===== src/rtl/ravg_pkg.sv =====
package ravg_pkg;
  parameter int VEC_W = 128;
  parameter int SEG_W = 8;
  localparam int NSEG = VEC_W / SEG_W;

  typedef enum logic [1:0] {
    SZ_SEG  = 2'b00,
    SZ_DBL  = 2'b01,
    SZ_QUAD = 2'b10,
    SZ_RSVD = 2'b11
  } laneSize_e;

  // strobes from control to datapath
  typedef struct packed {
    logic            load;
    logic            illegal;
    logic            signedLanes;
    logic            upperOn;
    logic [NSEG-1:0] segFirst;  // segment starts a lane
    logic [NSEG-1:0] segLast;   // segment ends a lane
  } dpCtrl_t;
endpackage


===== src/rtl/ravg_ctrl.sv =====
module ravg_ctrl
  import ravg_pkg::*;
#(
  parameter int NUM_SEG = NSEG
) (
  input  logic          clk,
  input  logic          rst,
  input  logic          inValid,
  input  logic [1:0]    laneSize,
  input  logic          isUnsigned,
  input  logic          fullWidth,
  output dpCtrl_t       strobe,
  output logic          outValid,
  output logic          illegalOp
);
  logic [NUM_SEG-1:0] firstV;
  logic [NUM_SEG-1:0] lastV;
  logic               rsvd;

  assign rsvd = (laneSize == SZ_RSVD);

  // lane boundary masks; lanes span 1, 2 or 4 segments
  for (genvar i = 0; i < NUM_SEG; i++) begin : g_bound
    assign firstV[i] = (laneSize == SZ_SEG)
                    || ((laneSize == SZ_DBL)  && ((i % 2) == 0))
                    || ((laneSize == SZ_QUAD) && ((i % 4) == 0));
    assign lastV[i]  = (laneSize == SZ_SEG)
                    || ((laneSize == SZ_DBL)  && ((i % 2) == 1))
                    || ((laneSize == SZ_QUAD) && ((i % 4) == 3));
  end

  always_comb begin
    strobe.load        = inValid;
    strobe.illegal     = rsvd;
    strobe.signedLanes = !isUnsigned;
    strobe.upperOn     = fullWidth;
    strobe.segFirst    = firstV;
    strobe.segLast     = lastV;
  end

  always_ff @(posedge clk) begin
    if (rst) begin
      outValid  <= 1'b0;
      illegalOp <= 1'b0;
    end else begin
      outValid  <= inValid;
      illegalOp <= inValid && rsvd;
    end
  end
endmodule


===== src/rtl/ravg_dp.sv =====
module ravg_dp
  import ravg_pkg::*;
#(
  parameter int DATA_W  = VEC_W,
  parameter int PIECE_W = SEG_W
) (
  input  logic              clk,
  input  logic              rst,
  input  logic [DATA_W-1:0] opA,
  input  logic [DATA_W-1:0] opB,
  input  dpCtrl_t           strobe,
  output logic [DATA_W-1:0] result
);
  localparam int PIECES = DATA_W / PIECE_W;
  localparam int HALF_W = DATA_W / 2;

  logic [PIECES-1:0] segCarry;
  logic [PIECES-1:0] segExt;
  logic [DATA_W-1:0] sumVec;
  logic [DATA_W-1:0] halved;
  logic [DATA_W-1:0] nextRes;

  for (genvar i = 0; i < PIECES; i++) begin : g_seg
    logic               cin;
    logic [PIECE_W:0]   segSum;
    logic               aTop;
    logic               bTop;

    if (i == 0) begin : g_c0
      assign cin = strobe.segFirst[0];
    end else begin : g_cn
      assign cin = strobe.segFirst[i] ? 1'b1 : segCarry[i-1];
    end

    assign segSum = {1'b0, opA[i*PIECE_W +: PIECE_W]}
                  + {1'b0, opB[i*PIECE_W +: PIECE_W]}
                  + {{PIECE_W{1'b0}}, cin};
    assign segCarry[i] = segSum[PIECE_W];
    assign sumVec[i*PIECE_W +: PIECE_W] = segSum[PIECE_W-1:0];
    assign aTop = opA[(i+1)*PIECE_W-1];
    assign bTop = opB[(i+1)*PIECE_W-1];
    // bit above the lane's top bit of the widened sum
    assign segExt[i] = strobe.signedLanes ? (aTop ^ bTop ^ segCarry[i]) : segCarry[i];

    assign halved[i*PIECE_W +: PIECE_W-1] = sumVec[i*PIECE_W+1 +: PIECE_W-1];
    if (i == PIECES-1) begin : g_tl
      assign halved[(i+1)*PIECE_W-1] = strobe.segLast[i] ? segExt[i] : 1'b0;
    end else begin : g_tn
      assign halved[(i+1)*PIECE_W-1] = strobe.segLast[i] ? segExt[i]
                                                         : sumVec[(i+1)*PIECE_W];
    end
  end

  always_comb begin
    if (strobe.illegal)      nextRes = '0;
    else if (strobe.upperOn) nextRes = halved;
    else                     nextRes = {{HALF_W{1'b0}}, halved[HALF_W-1:0]};
  end

  always_ff @(posedge clk) begin
    if (rst)              result <= '0;
    else if (strobe.load) result <= nextRes;
  end
endmodule


===== src/rtl/simd_round_avg.sv =====
module simd_round_avg
  import ravg_pkg::*;
#(
  parameter int DATA_W  = VEC_W,
  parameter int PIECE_W = SEG_W
) (
  input  logic              clk,
  input  logic              rst,
  input  logic              inValid,
  input  logic [DATA_W-1:0] opA,
  input  logic [DATA_W-1:0] opB,
  input  logic [1:0]        laneSize,
  input  logic              isUnsigned,
  input  logic              fullWidth,
  output logic              outValid,
  output logic [DATA_W-1:0] result,
  output logic              illegalOp
);
  dpCtrl_t strobe;

  ravg_ctrl #(.NUM_SEG(DATA_W / PIECE_W)) u_ctrl (
    .clk(clk), .rst(rst), .inValid(inValid), .laneSize(laneSize),
    .isUnsigned(isUnsigned), .fullWidth(fullWidth),
    .strobe(strobe), .outValid(outValid), .illegalOp(illegalOp)
  );

  ravg_dp #(.DATA_W(DATA_W), .PIECE_W(PIECE_W)) u_dp (
    .clk(clk), .rst(rst), .opA(opA), .opB(opB),
    .strobe(strobe), .result(result)
  );
endmodule


===== config.mk =====
export PLATFORM = sky130hd
export DESIGN_NAME = simd_round_avg
export DESIGN_NICKNAME = d
export VERILOG_FILES = /design/src/rtl/ravg_pkg.sv /design/src/rtl/ravg_ctrl.sv /design/src/rtl/ravg_dp.sv /design/src/rtl/simd_round_avg.sv
export SDC_FILE = /design/constraint.sdc
export NUM_CORES = 1
export LEC_CHECK = 0
export BUFFER_PORTS_ARGS = -buffer_cell sky130_fd_sc_hd__buf_2
export CORE_AREA = 3 3 153 155
export CTS_CLUSTER_SIZE = 40
export DETAILED_ROUTE_END_ITERATION = 6
export DIE_AREA = 0 0 156 158
export PLACE_DENSITY = 0.81
export SETUP_SLACK_MARGIN = 0.4
export SLEW_MARGIN = 20
export SYNTH_ARGS = -nofsm -noshare
export SYNTH_HDL_FRONTEND = slang
export SYNTH_HIERARCHICAL = 1
export SYNTH_SLANG_ARGS = --single-unit

===== constraint.sdc =====
create_clock -name clk -period 29.2 [get_ports clk]
set_clock_uncertainty 0.15 [all_clocks]
set_input_delay 1.46 -clock clk [delete_from_list [all_inputs] [get_ports clk]]
set_output_delay 1.46 -clock clk [all_outputs]
set_load 0.02 [all_outputs]

# Yosys cells after proc, flatten, opt, wreduce, memory -nomap -nowiden
# Cells that the tools add are included.
[totals] out_inout_bits=130 ff_bits=130 inputBits=263 wordCells=123
[classes] bitwise_logic=32 n_addsub=32 reduce_logical=4 n_eq_ne=3 muxes=49
[op_table] cell="$mux 128" count=2
[op_table] cell="$add 8x8->9" count=16
[op_table] cell="$add 9x1->9" count=16
[op_table] cell="$mux 1" count=47
[op_table] cell="$xor 1x1->1" count=32
[op_table] cell="$eq 2x2->1 const B" count=2
[op_table] cell="$eq 2x1->1 const B" count=1
[op_table] cell="$logic_not 2->1" count=1
[op_table] cell="$logic_or 1x1->1" count=2
[op_table] cell="$logic_and 1x1->1" count=1

# Logic depth before layout (Yosys ltp)
# Gate-level depths: netlist of run 1.
[depth] depth_word=39 depth_mapped=106 mapped_depth_nobuf=105

# Modules after synthesis
# Netlist of run 1, hierarchy kept.
[by_module_without_submodules] module="ravg_dp" cells_per_inst=1272 area_each_um2=10277.4 seq_area_each_um2=2562.5 n_inst=1
[by_module_without_submodules] module="ravg_ctrl" cells_per_inst=41 area_each_um2=319.1 seq_area_each_um2=40.0 n_inst=1

# Worst setup path after synthesis of run 1
# No wires, ideal clock.
[synth_path] kind="in2reg" from="input port laneSize[0]" to="register u_dp.result[125]" arrival_ns=24.335 stages=106 n_path_buf=1 t_required_ns=28.933 slack_ns=4.598 setup_ns=0.117 path_cell_list="nand2_1 -> buf_4 -> a21oi_1 -> fa_1 -> nor2b_4 -> o31a_1 -> o41a_1 -> a211oi_1 -> fa_1 -> fa_1 -> nor2b_1 -> o31a_1 -> o211ai_1 -> o21a_1 -> fa_1 -> fa_1 -> nor2b_1 -> o31a_1 -> [... 70 more ...] -> a21oi_1 -> o41ai_1 -> nor2b_1 -> nor3_1 -> fa_1 -> fa_1 -> nand2b_1 -> a21oi_1 -> o41ai_1 -> nor2b_1 -> nor3_1 -> fa_1 -> fa_1 -> nand2b_1 -> a21oi_1 -> o21ai_0 -> a21o_1 -> a32o_1"
[synth_rtl] item="start: declaration" line="simd_round_avg.sv:12" source="input logic [1:0] laneSize,"
[synth_rtl] item="end signal: assignment" line="ravg_dp.sv:62" source="else if (strobe.load) result <= nextRes;"
[synth_rtl] item="end: declaration" line="ravg_dp.sv:12" source="output logic [DATA_W-1:0] result"

==> key figures, run 1 <==
Layout
  • Leading cell types in the layout, fill and taps excluded: sky130_fd_sc_hd__buf_2 (392), sky130_fd_sc_hd__nor2_1 (192), sky130_fd_sc_hd__dfxtp_1 (130), sky130_fd_sc_hd__ha_1 (113), sky130_fd_sc_hd__o21ai_0 (111)
  • Filler cell count: a little under 2,000
  • Most common cell after layout, fill and taps aside: sky130_fd_sc_hd__buf_2
  • Fraction of final layout cells with drive strength greater than 1: 27.35%
  • Final #Nets: ~2,100
  • Finished Core Util: approximately three fifths
  • Area Growth Syn to Fin: 24.63%
  • Post-route cell area: ~13,000 um^2
  • Non-filler cells in the finished layout: 1,959

Synth
  • Syn. warnings: 6
  • Post-synth design cell area: between 10,000 and 15,000 um^2
  • Gate count of the mapped netlist: between 1,000 and 1,500
  • Seq cells post-synth: 130
  • Cell taking the most area after synthesis: sky130_fd_sc_hd__dfxtp_1
  • Share of the synthesized area in the top cell type: roughly a quarter
  • Ys flop type: sky130_fd_sc_hd__dfxtp_1
  • Synth top area cells: sky130_fd_sc_hd__dfxtp_1 (25%), sky130_fd_sc_hd__ha_1 (13%), sky130_fd_sc_hd__nor2_1 (6.9%)
  • Number of enable flip-flop cells after synthesis: 0
  • Sequential share of the synthesized area: 24.56%
  • Nets in the synthesized netlist: approximately 1,700
  • Average cell area after synthesis: ~8.1 um^2
  • Share of synthesized registers carrying an async set or reset: 0%
  • Distinct cells, synth: 48

Routing
  • Number of iterations in the first detailed-routing pass: 5
  • Number of vias per cell after detailed routing: between 5 and 6
  • Number of DRC violations after detailed-routing iteration 0: roughly 600
  • Routed wirelength normalized by instance count: 18.45 um
  • DRC: 0
  • Routed Wire Length: ~36,000 um
  • Post-detailed-route count of antenna-violating nets: 0
  • Vias: between 10,000 and 15,000

Global route
  • Total global-route track usage: around 28%
  • First-pass GRT wire length: ~55,000 um
  • Number of antenna violations at the first check in global routing: 1
  • Vias in the first global route: around 11,000
  • Grt ovf: 0
  • Largest net degree at the start of global routing: a little over 70

Power
  • Lkg Pwr: ~6.4 nW
  • Sequential Power Share: around a third
  • Switching Power: about 0.21 mW
  • Int Power: just over 0.4 mW
  • Worst IR drop on VDD: between 0.03 and 0.04 mV
  • Comb pwr share: approximately 33%
  • Switch share: about a third
  • Fraction of power consumed by the clock network: between 30% and 40%
  • P per Cell Area: around 47 nW/um^2
  • Tot Pwr: just over 0.6 mW

Min path
  • End point of the most critical hold path: u_dp/result[6]
  • Cell count of the worst hold path: 2
  • Path type of the worst min-delay path: flop to flop
  • HP Start: u_dp/result[6]

STA
  • Unrepaired setup endpoints after global routing: no
  • Fmax: around 37 MHz
  • Total Neg Setup Slack: 0 ps
  • Number of max-slew violations in the final report: 0
  • Setup ws final: around 2200 ps
  • Final setup viols: 0
  • Minimum period implied by the final worst setup slack: ~27,000 ps
  • Final cycle utilization of the critical path: 92.60%
  • Fin Hold WS: 308.3 ps
  • Slew of the pin with the lowest slew margin: ~1100 ps
  • Normalized max-slew margin: between 20% and 30%
  • Final Hold Fails: 0

Clock tree
  • Number of instances resized during post-cts repair: 0
  • Number of setup buffers added after CTS: 0
  • Maximum number of buffers from clock root to sink: 2
  • Cell at the root of the clock tree: sky130_fd_sc_hd__clkbuf_16
  • Clock transition at path regs: ~60 ps
  • Hold-fix buffers at CTS: 0
  • Number of levels the H-tree was split into: 4
  • Clock latency of the later-clocked register in the worst-skew pair: between 400 and 500 ps
  • Count of clock tree sinks: 130
  • CTS tree: yes
  • Number of buffers inserted during clock tree synthesis: 17

Placement
  • Total instance count after detailed placement: approximately 1,900
  • Weighted congestion reported at the end of routability-driven placement: roughly 0.94
  • Area of placed instances: 12,620 um^2
  • Worst slack at placement: slightly above 2000 ps
  • IO Port Bufs: ~390
  • Half-perimeter wire length after detailed placement: 27,680 um

Floorplanning
  • Placement row count: 54
  • DIE HEIGHT: 158 um
  • Die X-Extent: approximately 160 um
  • Placeable core region: 21,960 um^2
  • Number of I/O pins: 393
  • Starting density of the core: between 40% and 50%
  • Die footprint: roughly 25,000 um^2

Worst setup path
  • Capture point of the worst reg-to-reg path: u_dp/result[63]
  • Delay contributed by the slowest stage of the critical path: 460 ps
  • Kind of end point of the critical path: flop
  • Library cell contributing the largest single delay on the critical path: sky130_fd_sc_hd__fa_1
  • Data arrival time of the worst path: 27,190 ps
  • Path depth of the worst reg2reg path: 3
  • Setup slack on the worst flop-to-flop path: about 28,000 ps
  • Required time reported for the critical path endpoint: 29,350 ps
  • Crit start category: input port
  • Worst R2R Start: u_dp/result[63]
  • Setup Crit Path Kind: input port to flop
  • Most frequent cell on the critical path: sky130_fd_sc_hd__fa_1
  • Largest driver fanout on the critical path: 14

Run
  • Max cap viols: 0

Status
  • Status: finished, final reports clean
==> state kept, by name (all words and copies together), names as in the netlist <==
name	flops
u_ctrl/outValid	1
u_dp/result	128
u_ctrl/illegalOp	1
==> how the worst max path moves through the flow <==
stage / from / endpoint / slack [ps] / depth (start not counted)
5_1_grt: laneSize[1] / u_dp/result[125] / 490 / 107
6_report: laneSize[0] / u_dp/result[125] / 2160 / 107
3_5_place_dp: laneSize[0] / u_dp/result[125] / 2070 / 107
4_1_cts: laneSize[0] / u_dp/result[125] / 2400 / 107
3_3_place_gp: laneSize[1] / u_dp/result[125] / 2810 / 107
2_1_floorplan: laneSize[0] / u_dp/result[125] / 4600 / 106
==> metal layers <==
layer / routed length, um / up-vias / track usage [%]
met1: 14120 / 5333 / 31.55
met3: 3067 / 96 / 5.850
met4: 1354 / 2 / 12.62
met2: 17600 / 551 / 50.19
li1: - / 5484 / -
met5: 13 / - / 0
==> cell type report <==
type | instances | area (um^2) | area share (%)
Clock inverter | 14 | 155.1 | 1.175
Tap cell | 280 | 350.3 | 2.653
Multi-Input combinational cell | 1032 | 7322 | 55.44
Clock buffer | 18 | 429.2 | 3.250
Inverter | 82 | 307.8 | 2.331
Sequential cell | 130 | 2603 | 19.71
Antenna cell | 1 | 2.502 | 0.01895
Timing Repair Buffer | 402 | 2037 | 15.42
==> power by group through the flow <==
stage          registers, mW  clock network, mW  logic (mW)
3_3_place_gp           0.200                  0       0.197
4_1_cts                0.197              0.221       0.203
2_1_floorplan          0.215                  0       0.122
3_5_place_dp           0.200                  0       0.202
6_report               0.197              0.217       0.205
5_1_grt                0.198              0.227       0.227
==> cell families (layout without fill, tap and decap cells) <==
| group | after synthesis | in the layout | share of synthesized area [%] |
|---|---|---|---|
| buf+inv | 151 | 516 | 6.530 |
| xor+xnor | 3 | 3 | 0.2480 |
| other cells | 0 | 1 | 0 |
| flops | 130 | 130 | 24.56 |
| mux | 9 | 9 | 0.8620 |
| compound gates | 425 | 425 | 27.82 |
| fa+ha+maj | 144 | 144 | 19.20 |
| simple gates | 451 | 451 | 20.78 |
==> synthesized netlist by cell type (all sizes together), types with 2 or more instances <==
cell,number
nor2,195
and2,7
o211ai,15
mux2i,8
a21o,2
buf,40
o31a,23
nand2b,17
a21boi,7
inv,82
nor3,50
or2,17
o2111a,6
or3,72
a211oi,39
xor2,2
nand3,11
a31oi,8
clkbuf,29
ha,113
o41ai,8
dfxtp,130
a21oi,73
o21ai,111
nor2b,47
o211a,14
a32oi,8
a32o,46
nand2,30
o21a,61
fa,31
==> worst max-delay path: cells and delay by family <==
| family | cells | cell delay (ps) |
|---|---|---|
| buffers and inverters | 2 | 370 |
| and+or+nand+nor | 31 | 4440 |
| AOI/OAI and AO/OA | 43 | 8070 |
| adders and majority gates | 31 | 12800 |
Power figures use the tool's default switching activity.
==> run 2: changes to the inputs <==
--- a/config.mk
+++ b/config.mk
@@ -6,11 +6,12 @@
 export NUM_CORES = 1
 export LEC_CHECK = 0
 export BUFFER_PORTS_ARGS = -buffer_cell sky130_fd_sc_hd__buf_2
-export CORE_AREA = 3 3 153 155
+export CORE_ASPECT_RATIO = 0.75
+export CORE_MARGIN = 3
+export CORE_UTILIZATION = 51
 export CTS_CLUSTER_SIZE = 40
 export DETAILED_ROUTE_END_ITERATION = 6
-export DIE_AREA = 0 0 156 158
-export PLACE_DENSITY = 0.81
+export PLACE_DENSITY = 0.86
 export SETUP_SLACK_MARGIN = 0.4
 export SLEW_MARGIN = 20
 export SYNTH_ARGS = -nofsm -noshare
==> key figures, run 2 (synthesis results as in run 1) <==
Global route
  • Vias in the first global route: about 11,000
  • First-pass GRT wire length: around 55,000 um
  • Total global-route track usage: a little under a third
  • Grt ovf: 0
  • Largest net degree at the start of global routing: 44
  • Number of antenna violations at the first check in global routing: 3

Worst setup path
  • Launch point of the worst path: laneSize[1]
  • Setup Crit Path Kind: input port to flop
  • Data arrival time of the worst path: 27,390 ps
  • Kind of end point of the critical path: flop
  • Library cell contributing the largest single delay on the critical path: sky130_fd_sc_hd__fa_1
  • Delay contributed by the slowest stage of the critical path: between 400 and 500 ps
  • Most frequent cell on the critical path: sky130_fd_sc_hd__fa_1
  • Worst R2R Start: u_dp/result[63]
  • Crit start category: input port
  • Largest driver fanout on the critical path: 14
  • Required time reported for the critical path endpoint: between 20,000 and 30,000 ps

Power
  • Lkg Pwr: roughly 6.4 nW
  • Switching Power: about 0.21 mW
  • Fraction of power consumed by the clock network: 34.3%
  • Sequential Power Share: around 32%
  • Comb pwr share: about a third
  • Switch share: ~34%
  • Int Power: about 0.40 mW
  • Worst IR drop on VDD: about 0.031 mV
  • P per Cell Area: about 46 nW/um^2

STA
  • Final setup viols: 0
  • Unrepaired setup endpoints after global routing: no
  • Total Neg Setup Slack: 0 ps
  • Final Hold Fails: 0
  • Minimum period implied by the final worst setup slack: 27,240 ps
  • Slew of the pin with the lowest slew margin: ~1100 ps
  • Number of max-slew violations in the final report: 0
  • Fmax: about 37 MHz
  • Final cycle utilization of the critical path: between 90% and 100%
  • Normalized max-slew margin: between 20 and 30%

Layout
  • Largest registers ranked by flip-flop count: u_dp/result (128), u_ctrl/illegalOp (1), u_ctrl/outValid (1)
  • Fraction of final layout cells with drive strength greater than 1: between 20 and 30%
  • Max FFs per register: ~130
  • Register with the most flip-flops: u_dp/result
  • Area Growth Syn to Fin: 24.38%
  • Final #Nets: 2,072
  • Finished Core Util: around two thirds
  • Most common cell after layout, fill and taps aside: sky130_fd_sc_hd__buf_2
  • Leading cell types in the layout, fill and taps excluded: sky130_fd_sc_hd__buf_2 (392), sky130_fd_sc_hd__nor2_1 (192), sky130_fd_sc_hd__dfxtp_1 (130), sky130_fd_sc_hd__ha_1 (113), sky130_fd_sc_hd__o21ai_0 (111)

Placement
  • Weighted congestion reported at the end of routability-driven placement: between 0.9 and 1
  • Half-perimeter wire length after detailed placement: roughly 28,000 um
  • IO Port Bufs: about 390

Floorplanning
  • Placement row count: 44
  • Placeable core region: just under 20,000 um^2
  • Starting density of the core: a little over half
  • Die footprint: between 20,000 and 25,000 um^2
  • Die X-Extent: approximately 170 um
  • Number of I/O pins: around 390
  • DIE HEIGHT: roughly 130 um

Routing
  • Number of vias per cell after detailed routing: 6.000
  • WL met3: 3405 um
  • Total routed wire length on the met1 layer: approximately 15,000 um
  • Number of DRC violations after detailed-routing iteration 0: 1,262
  • DRC: 0
  • Met2 Wirelength: 16,990 um
  • Vias: ~12,000
  • Routed wirelength normalized by instance count: 18.50 um
  • Number of iterations in the first detailed-routing pass: 6
  • Routed Wire Length: about 36,000 um
  • Post-detailed-route count of antenna-violating nets: 0
  • Top Metal Used: met5

Clock tree
  • Clock latency of the later-clocked register in the worst-skew pair: between 400 and 500 ps
  • Cell at the root of the clock tree: sky130_fd_sc_hd__clkbuf_16
  • Number of levels the H-tree was split into: 4
  • Hold-fix buffers at CTS: 0
  • Count of clock tree sinks: 130
  • Number of setup buffers added after CTS: 0
  • CTS tree: yes
  • Maximum number of buffers from clock root to sink: 2
  • Number of buffers inserted during clock tree synthesis: 17
  • Clock transition at path regs: around 60 ps

Min path
  • HP Start: u_dp/result[6]
  • Path type of the worst min-delay path: flop to flop

Run
  • Max cap viols: 0

Status
  • Status: finished, final reports clean
## run 2: changes by cell type in the layout (fill, tap and decap cells not counted), moves of 3 or more
cell,delta
sky130_fd_sc_hd__inv_6,-3
sky130_fd_sc_hd__clkbuf_1,+3
sky130_fd_sc_hd__clkinv_4,-3
sky130_fd_sc_hd__clkinv_2,+3
## run 2: worst max-delay path, delay by kind of cell
family / cells / cell delay, ps
buffers and inverters: 2 / 360
AND/OR/NAND/NOR: 31 / 4640
AO/OA/AOI/OAI: 43 / 7960
adder cells (fa/ha/maj): 31 / 12950
## run 2: worst paths after layout
check / end / slack [ps] / cells past startpoint
max: u_dp/result[125] / 1960 / 107
min reg2reg: u_dp/result[6] / 310 / 2
min: u_dp/result[6] / 310 / 2
max reg2reg: u_dp/result[63] / 28130 / 3
## run 2: metal layers
layer | GRT usage, % | up-vias
met4 | 10.14 | 4
met5 | 0 | -
met2 | 50.96 | 692
met1 | 38.98 | 5467
met3 | 6.737 | 78
li1 | - | 5489
## run 2: what timing repair did
item / in CTS / in global routing
endpoints found under the hold margin: 0 / 0
endpoints found under the setup margin: 0 / 1
gates resized for setup: 0 / 1
## run 2: metrics by stage
step           setup WS [ps]  power, mW  hold slack, ps  cells  cell area [um^2]
6_report                1963     0.6125           310.4   1955             13180
5_1_grt                453.0     0.6443           323.5   1955             13180
4_1_cts                 2323     0.6113           304.4   1954             13170
3_5_place_dp            2032     0.4007           295.3   1922             12610
3_3_place_gp            3118     0.3955           281.4   1922             12610
2_1_floorplan           4598     0.3367           386.0   1313             10600
## run 2: area by class of cell
type / count / area, um^2
multi-input cells: 1032 / 7321
fillers: 1661 / 6694
flip-flops and latches: 130 / 2603
repair buffers: 402 / 2037
clock buffers: 22 / 454.2
well taps: 276 / 345.3
inverters: 82 / 307.8
clock inverters: 10 / 110.1
diodes: 1 / 2.502
## run 2: power groups by stage
| stage | combinational, mW | sequential [mW] | clock [mW] |
|---|---|---|---|
| after CTS | 0.202 | 0.197 | 0.212 |
| after global placement | 0.195 | 0.200 | 0 |
| after global routing | 0.226 | 0.198 | 0.220 |
| after floorplan | 0.122 | 0.215 | 0 |
| after detailed placement | 0.200 | 0.200 | 0 |
| final | 0.206 | 0.197 | 0.210 |
